## config.mk

```make
export PLATFORM = sky130hd
export DESIGN_NAME = hk_core
export DESIGN_NICKNAME = d
export VERILOG_FILES = /design/src/rtl/hk_pkg.sv /design/src/rtl/hk_decode.sv /design/src/rtl/hk_alu.sv /design/src/rtl/hk_branch.sv /design/src/rtl/hk_core.sv
export SDC_FILE = /design/constraint.sdc
export NUM_CORES = 1
export LEC_CHECK = 0
export BUFFER_PORTS_ARGS = -buffer_cell sky130_fd_sc_hd__buf_2
export CAP_MARGIN = 10
export CORE_AREA = 2 2 106 108
export DETAILED_ROUTE_END_ITERATION = 10
export DIE_AREA = 0 0 108 110
export PLACE_DENSITY = 0.63
export SYNTH_ARGS = -nofsm -noshare
export SYNTH_HDL_FRONTEND = slang
export SYNTH_SLANG_ARGS = --single-unit
```

## constraint.sdc

```tcl
create_clock -name clk -period 6.1 [get_ports clk]
set_input_delay 1.22 -clock clk [delete_from_list [all_inputs] [get_ports clk]]
set_output_delay 1.22 -clock clk [all_outputs]
set_load 0.02 [all_outputs]
```

## src/rtl/hk_pkg.sv

```systemverilog
package hk_pkg;
  localparam int WORD_W   = 16;
  localparam int OPC_BIT  = WORD_W - 1;
  localparam int MSEL_BIT = 12;
  localparam int FN_LSB   = 6;
  localparam int FN_W     = 6;
  localparam int DST_LSB  = 3;
  localparam int DST_W    = 3;
  localparam int JMP_LSB  = 0;
  localparam int JMP_W    = 3;
  localparam int IMM_W    = WORD_W - 1;

  // ALU control, ordered high to low as in the instruction word
  typedef struct packed {
    logic zx;
    logic nx;
    logic zy;
    logic ny;
    logic fadd;
    logic nout;
  } alu_fn_t;

  typedef struct packed {
    logic wa;
    logic wd;
    logic wm;
  } dest_t;

  typedef struct packed {
    logic gt;
    logic eq;
    logic lt;
  } jcond_t;

  typedef struct packed {
    logic             compute;
    logic             mem_op;
    alu_fn_t          fn;
    dest_t            dst;
    jcond_t           jmp;
    logic [IMM_W-1:0] imm;
  } ctl_t;
endpackage

```

## src/rtl/hk_decode.sv

```systemverilog
module hk_decode
  import hk_pkg::*;
(
  input  logic [WORD_W-1:0] instr,
  output ctl_t              ctl
);
  logic is_comp;

  assign is_comp = instr[OPC_BIT];

  always_comb begin
    ctl.compute = is_comp;
    ctl.mem_op  = is_comp & instr[MSEL_BIT];
    ctl.fn      = alu_fn_t'(instr[FN_LSB +: FN_W]);
    ctl.dst     = is_comp ? dest_t'(instr[DST_LSB +: DST_W]) : '0;
    ctl.jmp     = is_comp ? jcond_t'(instr[JMP_LSB +: JMP_W]) : '0;
    ctl.imm     = instr[IMM_W-1:0];
  end
endmodule

```

## src/rtl/hk_alu.sv

```systemverilog
module hk_alu
  import hk_pkg::*;
#(
  parameter int W = WORD_W
) (
  input  logic [W-1:0] x,
  input  logic [W-1:0] y,
  input  alu_fn_t      fn,
  output logic [W-1:0] res,
  output logic         neg,
  output logic         zero
);
  logic [W-1:0] xz, xn, yz, yn, core;

  always_comb begin
    xz   = fn.zx ? '0 : x;
    xn   = fn.nx ? ~xz : xz;
    yz   = fn.zy ? '0 : y;
    yn   = fn.ny ? ~yz : yz;
    core = fn.fadd ? (xn + yn) : (xn & yn);
    res  = fn.nout ? ~core : core;
  end

  assign neg  = res[W-1];
  assign zero = (res == '0);
endmodule

```

## src/rtl/hk_branch.sv

```systemverilog
module hk_branch
  import hk_pkg::*;
#(
  parameter int IADDR_W = 15
) (
  input  logic               compute,
  input  jcond_t             jmp,
  input  logic               neg,
  input  logic               zero,
  input  logic [IADDR_W-1:0] pc,
  input  logic [IADDR_W-1:0] target,
  output logic [IADDR_W-1:0] pc_next,
  output logic               taken
);
  logic pos;

  assign pos   = ~neg & ~zero;
  assign taken = compute & ((jmp.lt & neg) | (jmp.eq & zero) | (jmp.gt & pos));
  assign pc_next = taken ? target : pc + IADDR_W'(1);
endmodule

```

## src/rtl/hk_core.sv

```systemverilog
module hk_core
  import hk_pkg::*;
#(
  parameter int IADDR_W = 15,
  parameter int DADDR_W = 15
) (
  input  logic               clk,
  input  logic               rst,
  output logic [IADDR_W-1:0] imem_addr,
  input  logic [WORD_W-1:0]  imem_data,
  output logic [DADDR_W-1:0] dmem_addr,
  output logic [DADDR_W-1:0] dmem_raddr,
  input  logic [WORD_W-1:0]  dmem_rdata,
  output logic               dmem_we,
  output logic [WORD_W-1:0]  dmem_wdata
);
  localparam int IMM_PAD = WORD_W - IMM_W;

  ctl_t               ctl;
  logic [IADDR_W-1:0] pc_q, pc_next;
  logic [WORD_W-1:0]  a_q, d_q, a_nxt, y_opnd, alu_res;
  logic [DADDR_W-1:0] raddr_q;
  logic               load_a, alu_neg, alu_zero, jump_taken;

  hk_decode u_dec (
    .instr(imem_data),
    .ctl  (ctl)
  );

  assign y_opnd = ctl.mem_op ? dmem_rdata : a_q;

  hk_alu #(.W(WORD_W)) u_alu (
    .x   (d_q),
    .y   (y_opnd),
    .fn  (ctl.fn),
    .res (alu_res),
    .neg (alu_neg),
    .zero(alu_zero)
  );

  hk_branch #(.IADDR_W(IADDR_W)) u_br (
    .compute(ctl.compute),
    .jmp    (ctl.jmp),
    .neg    (alu_neg),
    .zero   (alu_zero),
    .pc     (pc_q),
    .target (a_q[IADDR_W-1:0]),
    .pc_next(pc_next),
    .taken  (jump_taken)
  );

  assign load_a = ~ctl.compute | ctl.dst.wa;
  assign a_nxt  = ctl.compute ? alu_res : {{IMM_PAD{1'b0}}, ctl.imm};

  always_ff @(posedge clk) begin
    if (rst) begin
      pc_q    <= '0;
      a_q     <= '0;
      d_q     <= '0;
      raddr_q <= '0;
    end else begin
      pc_q    <= pc_next;
      raddr_q <= a_q[DADDR_W-1:0];
      if (load_a)     a_q <= a_nxt;
      if (ctl.dst.wd) d_q <= alu_res;
    end
  end

  assign imem_addr  = pc_q;
  assign dmem_addr  = a_q[DADDR_W-1:0];
  assign dmem_raddr = raddr_q;
  assign dmem_we    = ctl.dst.wm & ~rst;
  assign dmem_wdata = alu_res;

  // reset clears the architectural state
  assert_reset_clear_R1: assert property (@(posedge clk)
    rst |=> (pc_q == '0 && a_q == '0 && d_q == '0 && raddr_q == '0));

  // constant word loads A and steps the program counter
  assert_const_load_R2: assert property (@(posedge clk) disable iff (rst)
    !imem_data[OPC_BIT] |=>
      (a_q == {{IMM_PAD{1'b0}}, $past(imem_data[IMM_W-1:0])}
       && pc_q == $past(pc_q) + IADDR_W'(1)));

  // unconditional jump lands on the old A
  assert_uncond_jump_R5: assert property (@(posedge clk) disable iff (rst)
    (imem_data[OPC_BIT] && imem_data[JMP_LSB +: JMP_W] == 3'b111) |=>
      pc_q == $past(a_q[IADDR_W-1:0]));

  // read address lags A by one cycle
  assert_raddr_lag_R6: assert property (@(posedge clk) disable iff (rst)
    !rst |=> dmem_raddr == $past(a_q[DADDR_W-1:0]));

  // a compute word without destinations keeps A and D
  assert_nodest_hold_R7: assert property (@(posedge clk) disable iff (rst)
    (imem_data[OPC_BIT] && imem_data[DST_LSB +: DST_W] == 3'b000) |=>
      ($stable(a_q) && $stable(d_q)));

  // no RAM write from a constant word
  assert_const_no_write_R4: assert property (@(posedge clk) disable iff (rst)
    !imem_data[OPC_BIT] |-> !dmem_we);
endmodule

```

# == Yosys cells after proc, flatten, opt, wreduce, memory -nomap -nowiden ==
# Index checks and enable logic that the tools add are counted.
# totals
register_bits,62
input_bits,34
out_inout_bits,62
# op_classes
bitwise,18
n_reduce_logical,1
add_sub_neg,2
n_mux,11
# op_table
op,count
$mux 16,8
$not 16->16,3
$add 16x16->16,1
$and 16x16->16,1
$logic_not 16->1,1
$add 15x1->15 const B,1
$mux 15,1
$and 1x1->1,7
$mux 3,2
$not 1->1,4
$or 1x1->1,3

# == Depth between registers and ports, before layout ==
# logic_depth
depth_word,16
mapped_depth,20

# == Cells and area by module ==
# A second synthesis with hierarchy kept.
# hier_totals
cells_unflattened,588
hier_area_um2,4941.0
# modules_own_cells
mod,area_per_inst_um2,cells_per_inst,n_inst
hk_core,2382.3,219,1
hk_alu,1906.8,267,1
hk_branch,442.9,73,1
hk_decode,209.0,29,1

# == Worst setup path before layout ==
# No wires, ideal clock.
# synth_timing
path_type,input to output
from,input imem_data[10]
to,output dmem_wdata[15]
arrival_time_ns,4.361
path_stages,12
t_required_ns,4.880
path_buffers,3
path_slack_ns,0.519
path_cell_list,clkbuf_1 -> clkbuf_1 -> xnor2_1 -> ha_1 -> a21oi_1 -> o21ai_4 -> a2111oi_4 -> nor4_1 -> or4_1 -> a31oi_2 -> xnor2_2 -> buf_4
# synth_between
elab_chain_cells,5
word_cells_on_any_way,6
classes_between,add/sub: 1; mux: 3; bitwise: 2
# synth_lines
item,line_no,text
"start, declared",hk_core.sv:10,"input logic [WORD_W-1:0] imem_data,"
$mux 16 *,hk_alu.sv:17,xn = fn.nx ? ~xz : xz;
$add 16x16->16 / $and 16x16->16 (equally long branches),hk_alu.sv:20,core = fn.fadd ? (xn + yn) : (xn & yn);
$mux 16 *,hk_alu.sv:20,
$not 16->16,hk_alu.sv:21,res = fn.nout ? ~core : core;
$mux 16 *,hk_alu.sv:21,
"end, declared",hk_core.sv:15,output logic [WORD_W-1:0] dmem_wdata
# Every way passes the cells marked *; elsewhere a longest branch is shown, timed or not.

# == Final worst setup path ==
# layout_timing
from,input imem_data[12]
to,output dmem_wdata[15]
# layout_between
elab_chain_cells,9
word_cells_on_any_way,10
classes_between,add/sub: 1; mux: 5; bitwise: 4
# layout_lines
item,line_no,text
$and 1x1->1 *,hk_decode.sv:13,ctl.mem_op = is_comp & instr[MSEL_BIT];
$mux 16 *,hk_core.sv:30,assign y_opnd = ctl.mem_op ? dmem_rdata : a_q;
$mux 16 *,hk_alu.sv:18,yz = fn.zy ? '0 : y;
$not 16->16,hk_alu.sv:19,yn = fn.ny ? ~yz : yz;
$mux 16 *,hk_alu.sv:19,
$add 16x16->16 / $and 16x16->16 (equally long branches),hk_alu.sv:20,
$mux 16 *,hk_alu.sv:20,
$not 16->16,hk_alu.sv:21,
$mux 16 *,hk_alu.sv:21,
# Marks and branches as above.

==> results.cfg <==
[floorplan]
core_sq_mm = 0.0107
ios = 96
fp-row-count = 38
dieWidth_um = 108
start_util_pct = 43.8
die_area_sq_mm = 0.0119
dieHeight_um = 110

[power]
power.total_uw = 1440
power_density_mw_per_mm2 = 271
ir_worst_vdd_mv = 0.126
leakagePower_uw = 0.00232

[sta]
finalHoldViolCount = 0
final.setup.tns_ns = 0
worst_slew_margin_rel_pct = 43.6
worst_slack_ns = 0.372
fin_crit_ns = 5.73
skew_ns = 0.0155
tightest_slew_ns = 0.846
min_period_over_period_pct = 93.9
rsz0062_at_grt = no
max_freq_mhz = 175
slew_viol_final = 0
finalSetupViolations = 0

[setup_path]
crit_chain = buf_2 > nand2_1 > nand2_1 > a21oi_1 > xor2_1 > ha_1 > a211oi_2 > o21ai_4 > a2111oi_4 > nor4_1 > or4_1 > a31oi_2 > xnor2_2 > buf_2
crit_fanout = 8
critical_path_required_ns = 4.88
crit_path_end_kind = primary output
cp-start-kind = input port
critPathTopFamily = compound AO/OA/AOI/OAI gates
critPathArrivalTime_ns = 4.51
path_buf_inv = 2
critical_path.max_stage_delay_ns = 0.50
criticalPathCategory = in2out
cp_slowest_cell = or4_1

[synth]
yosysSeqAreaShare_pct = 26.5
synth_flop_cell = dfxtp_1
yosys_warnings = 0
synth.most_common_cell = nand2_1
synthArstFlopShare_pct = 0
synthDistinctLibCells = 65
synth.largest_area_cell = dfxtp_1
synth_edf_count = 0
syn_avg_cell_area_sq_um = 8.08
ys_seq_elements = 62
syn-cell-area_sq_mm = 0.00469
synthTopCellsByArea = dfxtp_1 26%, nand2_1 6.7%, xnor2_1 5.0%
synth_commonest_cells = 84 x nand2_1, 62 x dfxtp_1, 46 x a21oi_1
synth_cells = 580
syn-num-nets = 632
synth_top_area_share_pct = 26.5

[cells_and_area]
n_fill_cell = 1079
fin_cells = 793
utilization_pct = 49.6
syn_to_final_growth_pct = 13.1
antenna-diode-count = 0
drive_gt1_share_pct = 23.7
final_nets = 700

[global_route]
grt_pass1_vias = 4008
grt_overflow = 0
grt_pass1_wl_mm = 20.2
grt_max_degree = 64
grt.total_usage_pct = 21.9
antenna_found_initial = 0

[route]
drt_iter0_markers = 237
routed-via-count = 4335
wl_per_cell_um = 16.0
drc = 0
drt-total-wl_mm = 12.7
drt_first_pass_iters = 5
ant_nets = 0
via_per_inst = 5.47

[cts]
ctsHtreeMaxLevel = 3
cts_resized = 0
hold_buffers = 0
clock_sinks = 62
cts.clk_slew.worst_paths_ns = 0.07
cts-root-buf = clkbuf_8
clk_latency_ns = 0.35
cts_made_buffers = 9
cts_tree = yes
clk_path_buf_depth = 2
post_cts_buffers = 0

[placed_design]
gp_congestion = 0.866
pre_cts_ws_ns = 0.303
numPortBuffers = 95
dpl.cell_count = 777
dp_hpwl_mm = 9.50

[outcome]
outcome = completed

[flow_run]
cap_violations = 0

[hold_path]
hp-class = reg2reg
placed cells by master, fill, tap and decap left out, drive strengths merged, types with 2 or more instances in the layout:
master	netlist	final
nor3	9	9
nor2	44	44
xor2	27	27
nand2	84	84
a31oi	5	5
dfxtp	62	62
nor4	4	4
buf	27	107
a211oi	19	19
mux2i	19	19
mux2	16	16
o211ai	4	4
nand3	11	11
or3	10	10
xnor2	29	29
o21ai	19	19
nand4	6	6
a21o	4	4
nor2b	23	23
and4	3	3
a21oi	47	47
o21a	4	4
or2	2	2
ha	17	17
clkbuf	23	10
and2	4	4
o31a	2	2
or4	2	2
clkinv	0	4
and3	5	5
inv	11	11
nand2b	19	19
nor3b	2	2
registers in the layout, summed over array words and instances (netlist names):
signal	flops
a_q	16
imem_addr	15
dmem_raddr	15
d_q	16
per-layer routing:
layer | track usage [%] | wire, um | part of all wire [%]
met1 | 29.3 | 5970 | 47
met2 | 34.1 | 5480 | 43
met3 | 3.35 | 764 | 6.0
met4 | 11.4 | 512 | 4.0
met5 | 0 | 0 | 0
final cells by class:
| cell class | count | area, sq um | area share, % |
|---|---|---|---|
| Clock inverter | 6 | 61.3 | 1.16 |
| Clock buffer | 10 | 138 | 2.60 |
| Multi-Input combinational cell | 457 | 3080 | 58.1 |
| Sequential cell | 62 | 1240 | 23.4 |
| Timing Repair Buffer | 107 | 566 | 10.7 |
| Tap cell | 140 | 175 | 3.30 |
| Inverter | 11 | 41.3 | 0.779 |
report_power, final:
group / total [uW] / internal, uW / switching (uW)
clock: 369 / 198 / 171
sequential: 468 / 439 / 29.1
combinational: 598 / 232 / 366
worst reg2reg max path, cell delays in order, from the launching register on:
cell	delay (ns)
dfxtp_1	0.39
nand2_1	0.06
a21oi_1	0.18
xor2_1	0.17
ha_1	0.25
inv_1	0.08
fa_1	0.42
nor2b_1	0.18
o31a_1	0.24
o21a_1	0.29
mux2i_1	0.22
nand3_1	0.22
o21bai_1	0.25
a2111o_1	0.44
o21a_1	0.22
o311ai_4	0.20
buf_4	0.31
mux2_2	0.37
cells by family (layout without fill, tap and decap cells):
kind of cell             after synthesis  after routing  synth area share (%)
AO/OA/AOI/OAI                        116            116                  17.2
XOR/XNOR                              56             56                  10.8
adder cells (fa/ha/maj)               18             18                  4.97
buffers and inverters                 61            134                  7.79
flip-flops                            62             62                  26.5
multiplexers                          35             35                  8.70
AND/OR/NAND/NOR                      232            232                  24.1
path summary, 6_finish.rpt:
kind                            slack [ns]        endpoint  cells past startpoint          start
worst max-delay path                  0.37  dmem_wdata[15]                     14  imem_data[12]
worst min-delay path                  0.46          d_q[6]                      2         d_q[6]
worst max register to register        1.48    imem_addr[3]                     17         a_q[0]
worst min register to register        0.46          d_q[6]                      2         d_q[6]
stage by stage:
step / hold WS [ns] / instance area (sq um)
after detailed placement: 0.449 / 5100
after global placement: 0.442 / 5100
after global routing: 0.481 / 5300
after floorplan: 0.437 / 4690
after CTS: 0.460 / 5300
final: 0.459 / 5300
Power figures use the tool's default switching activity.
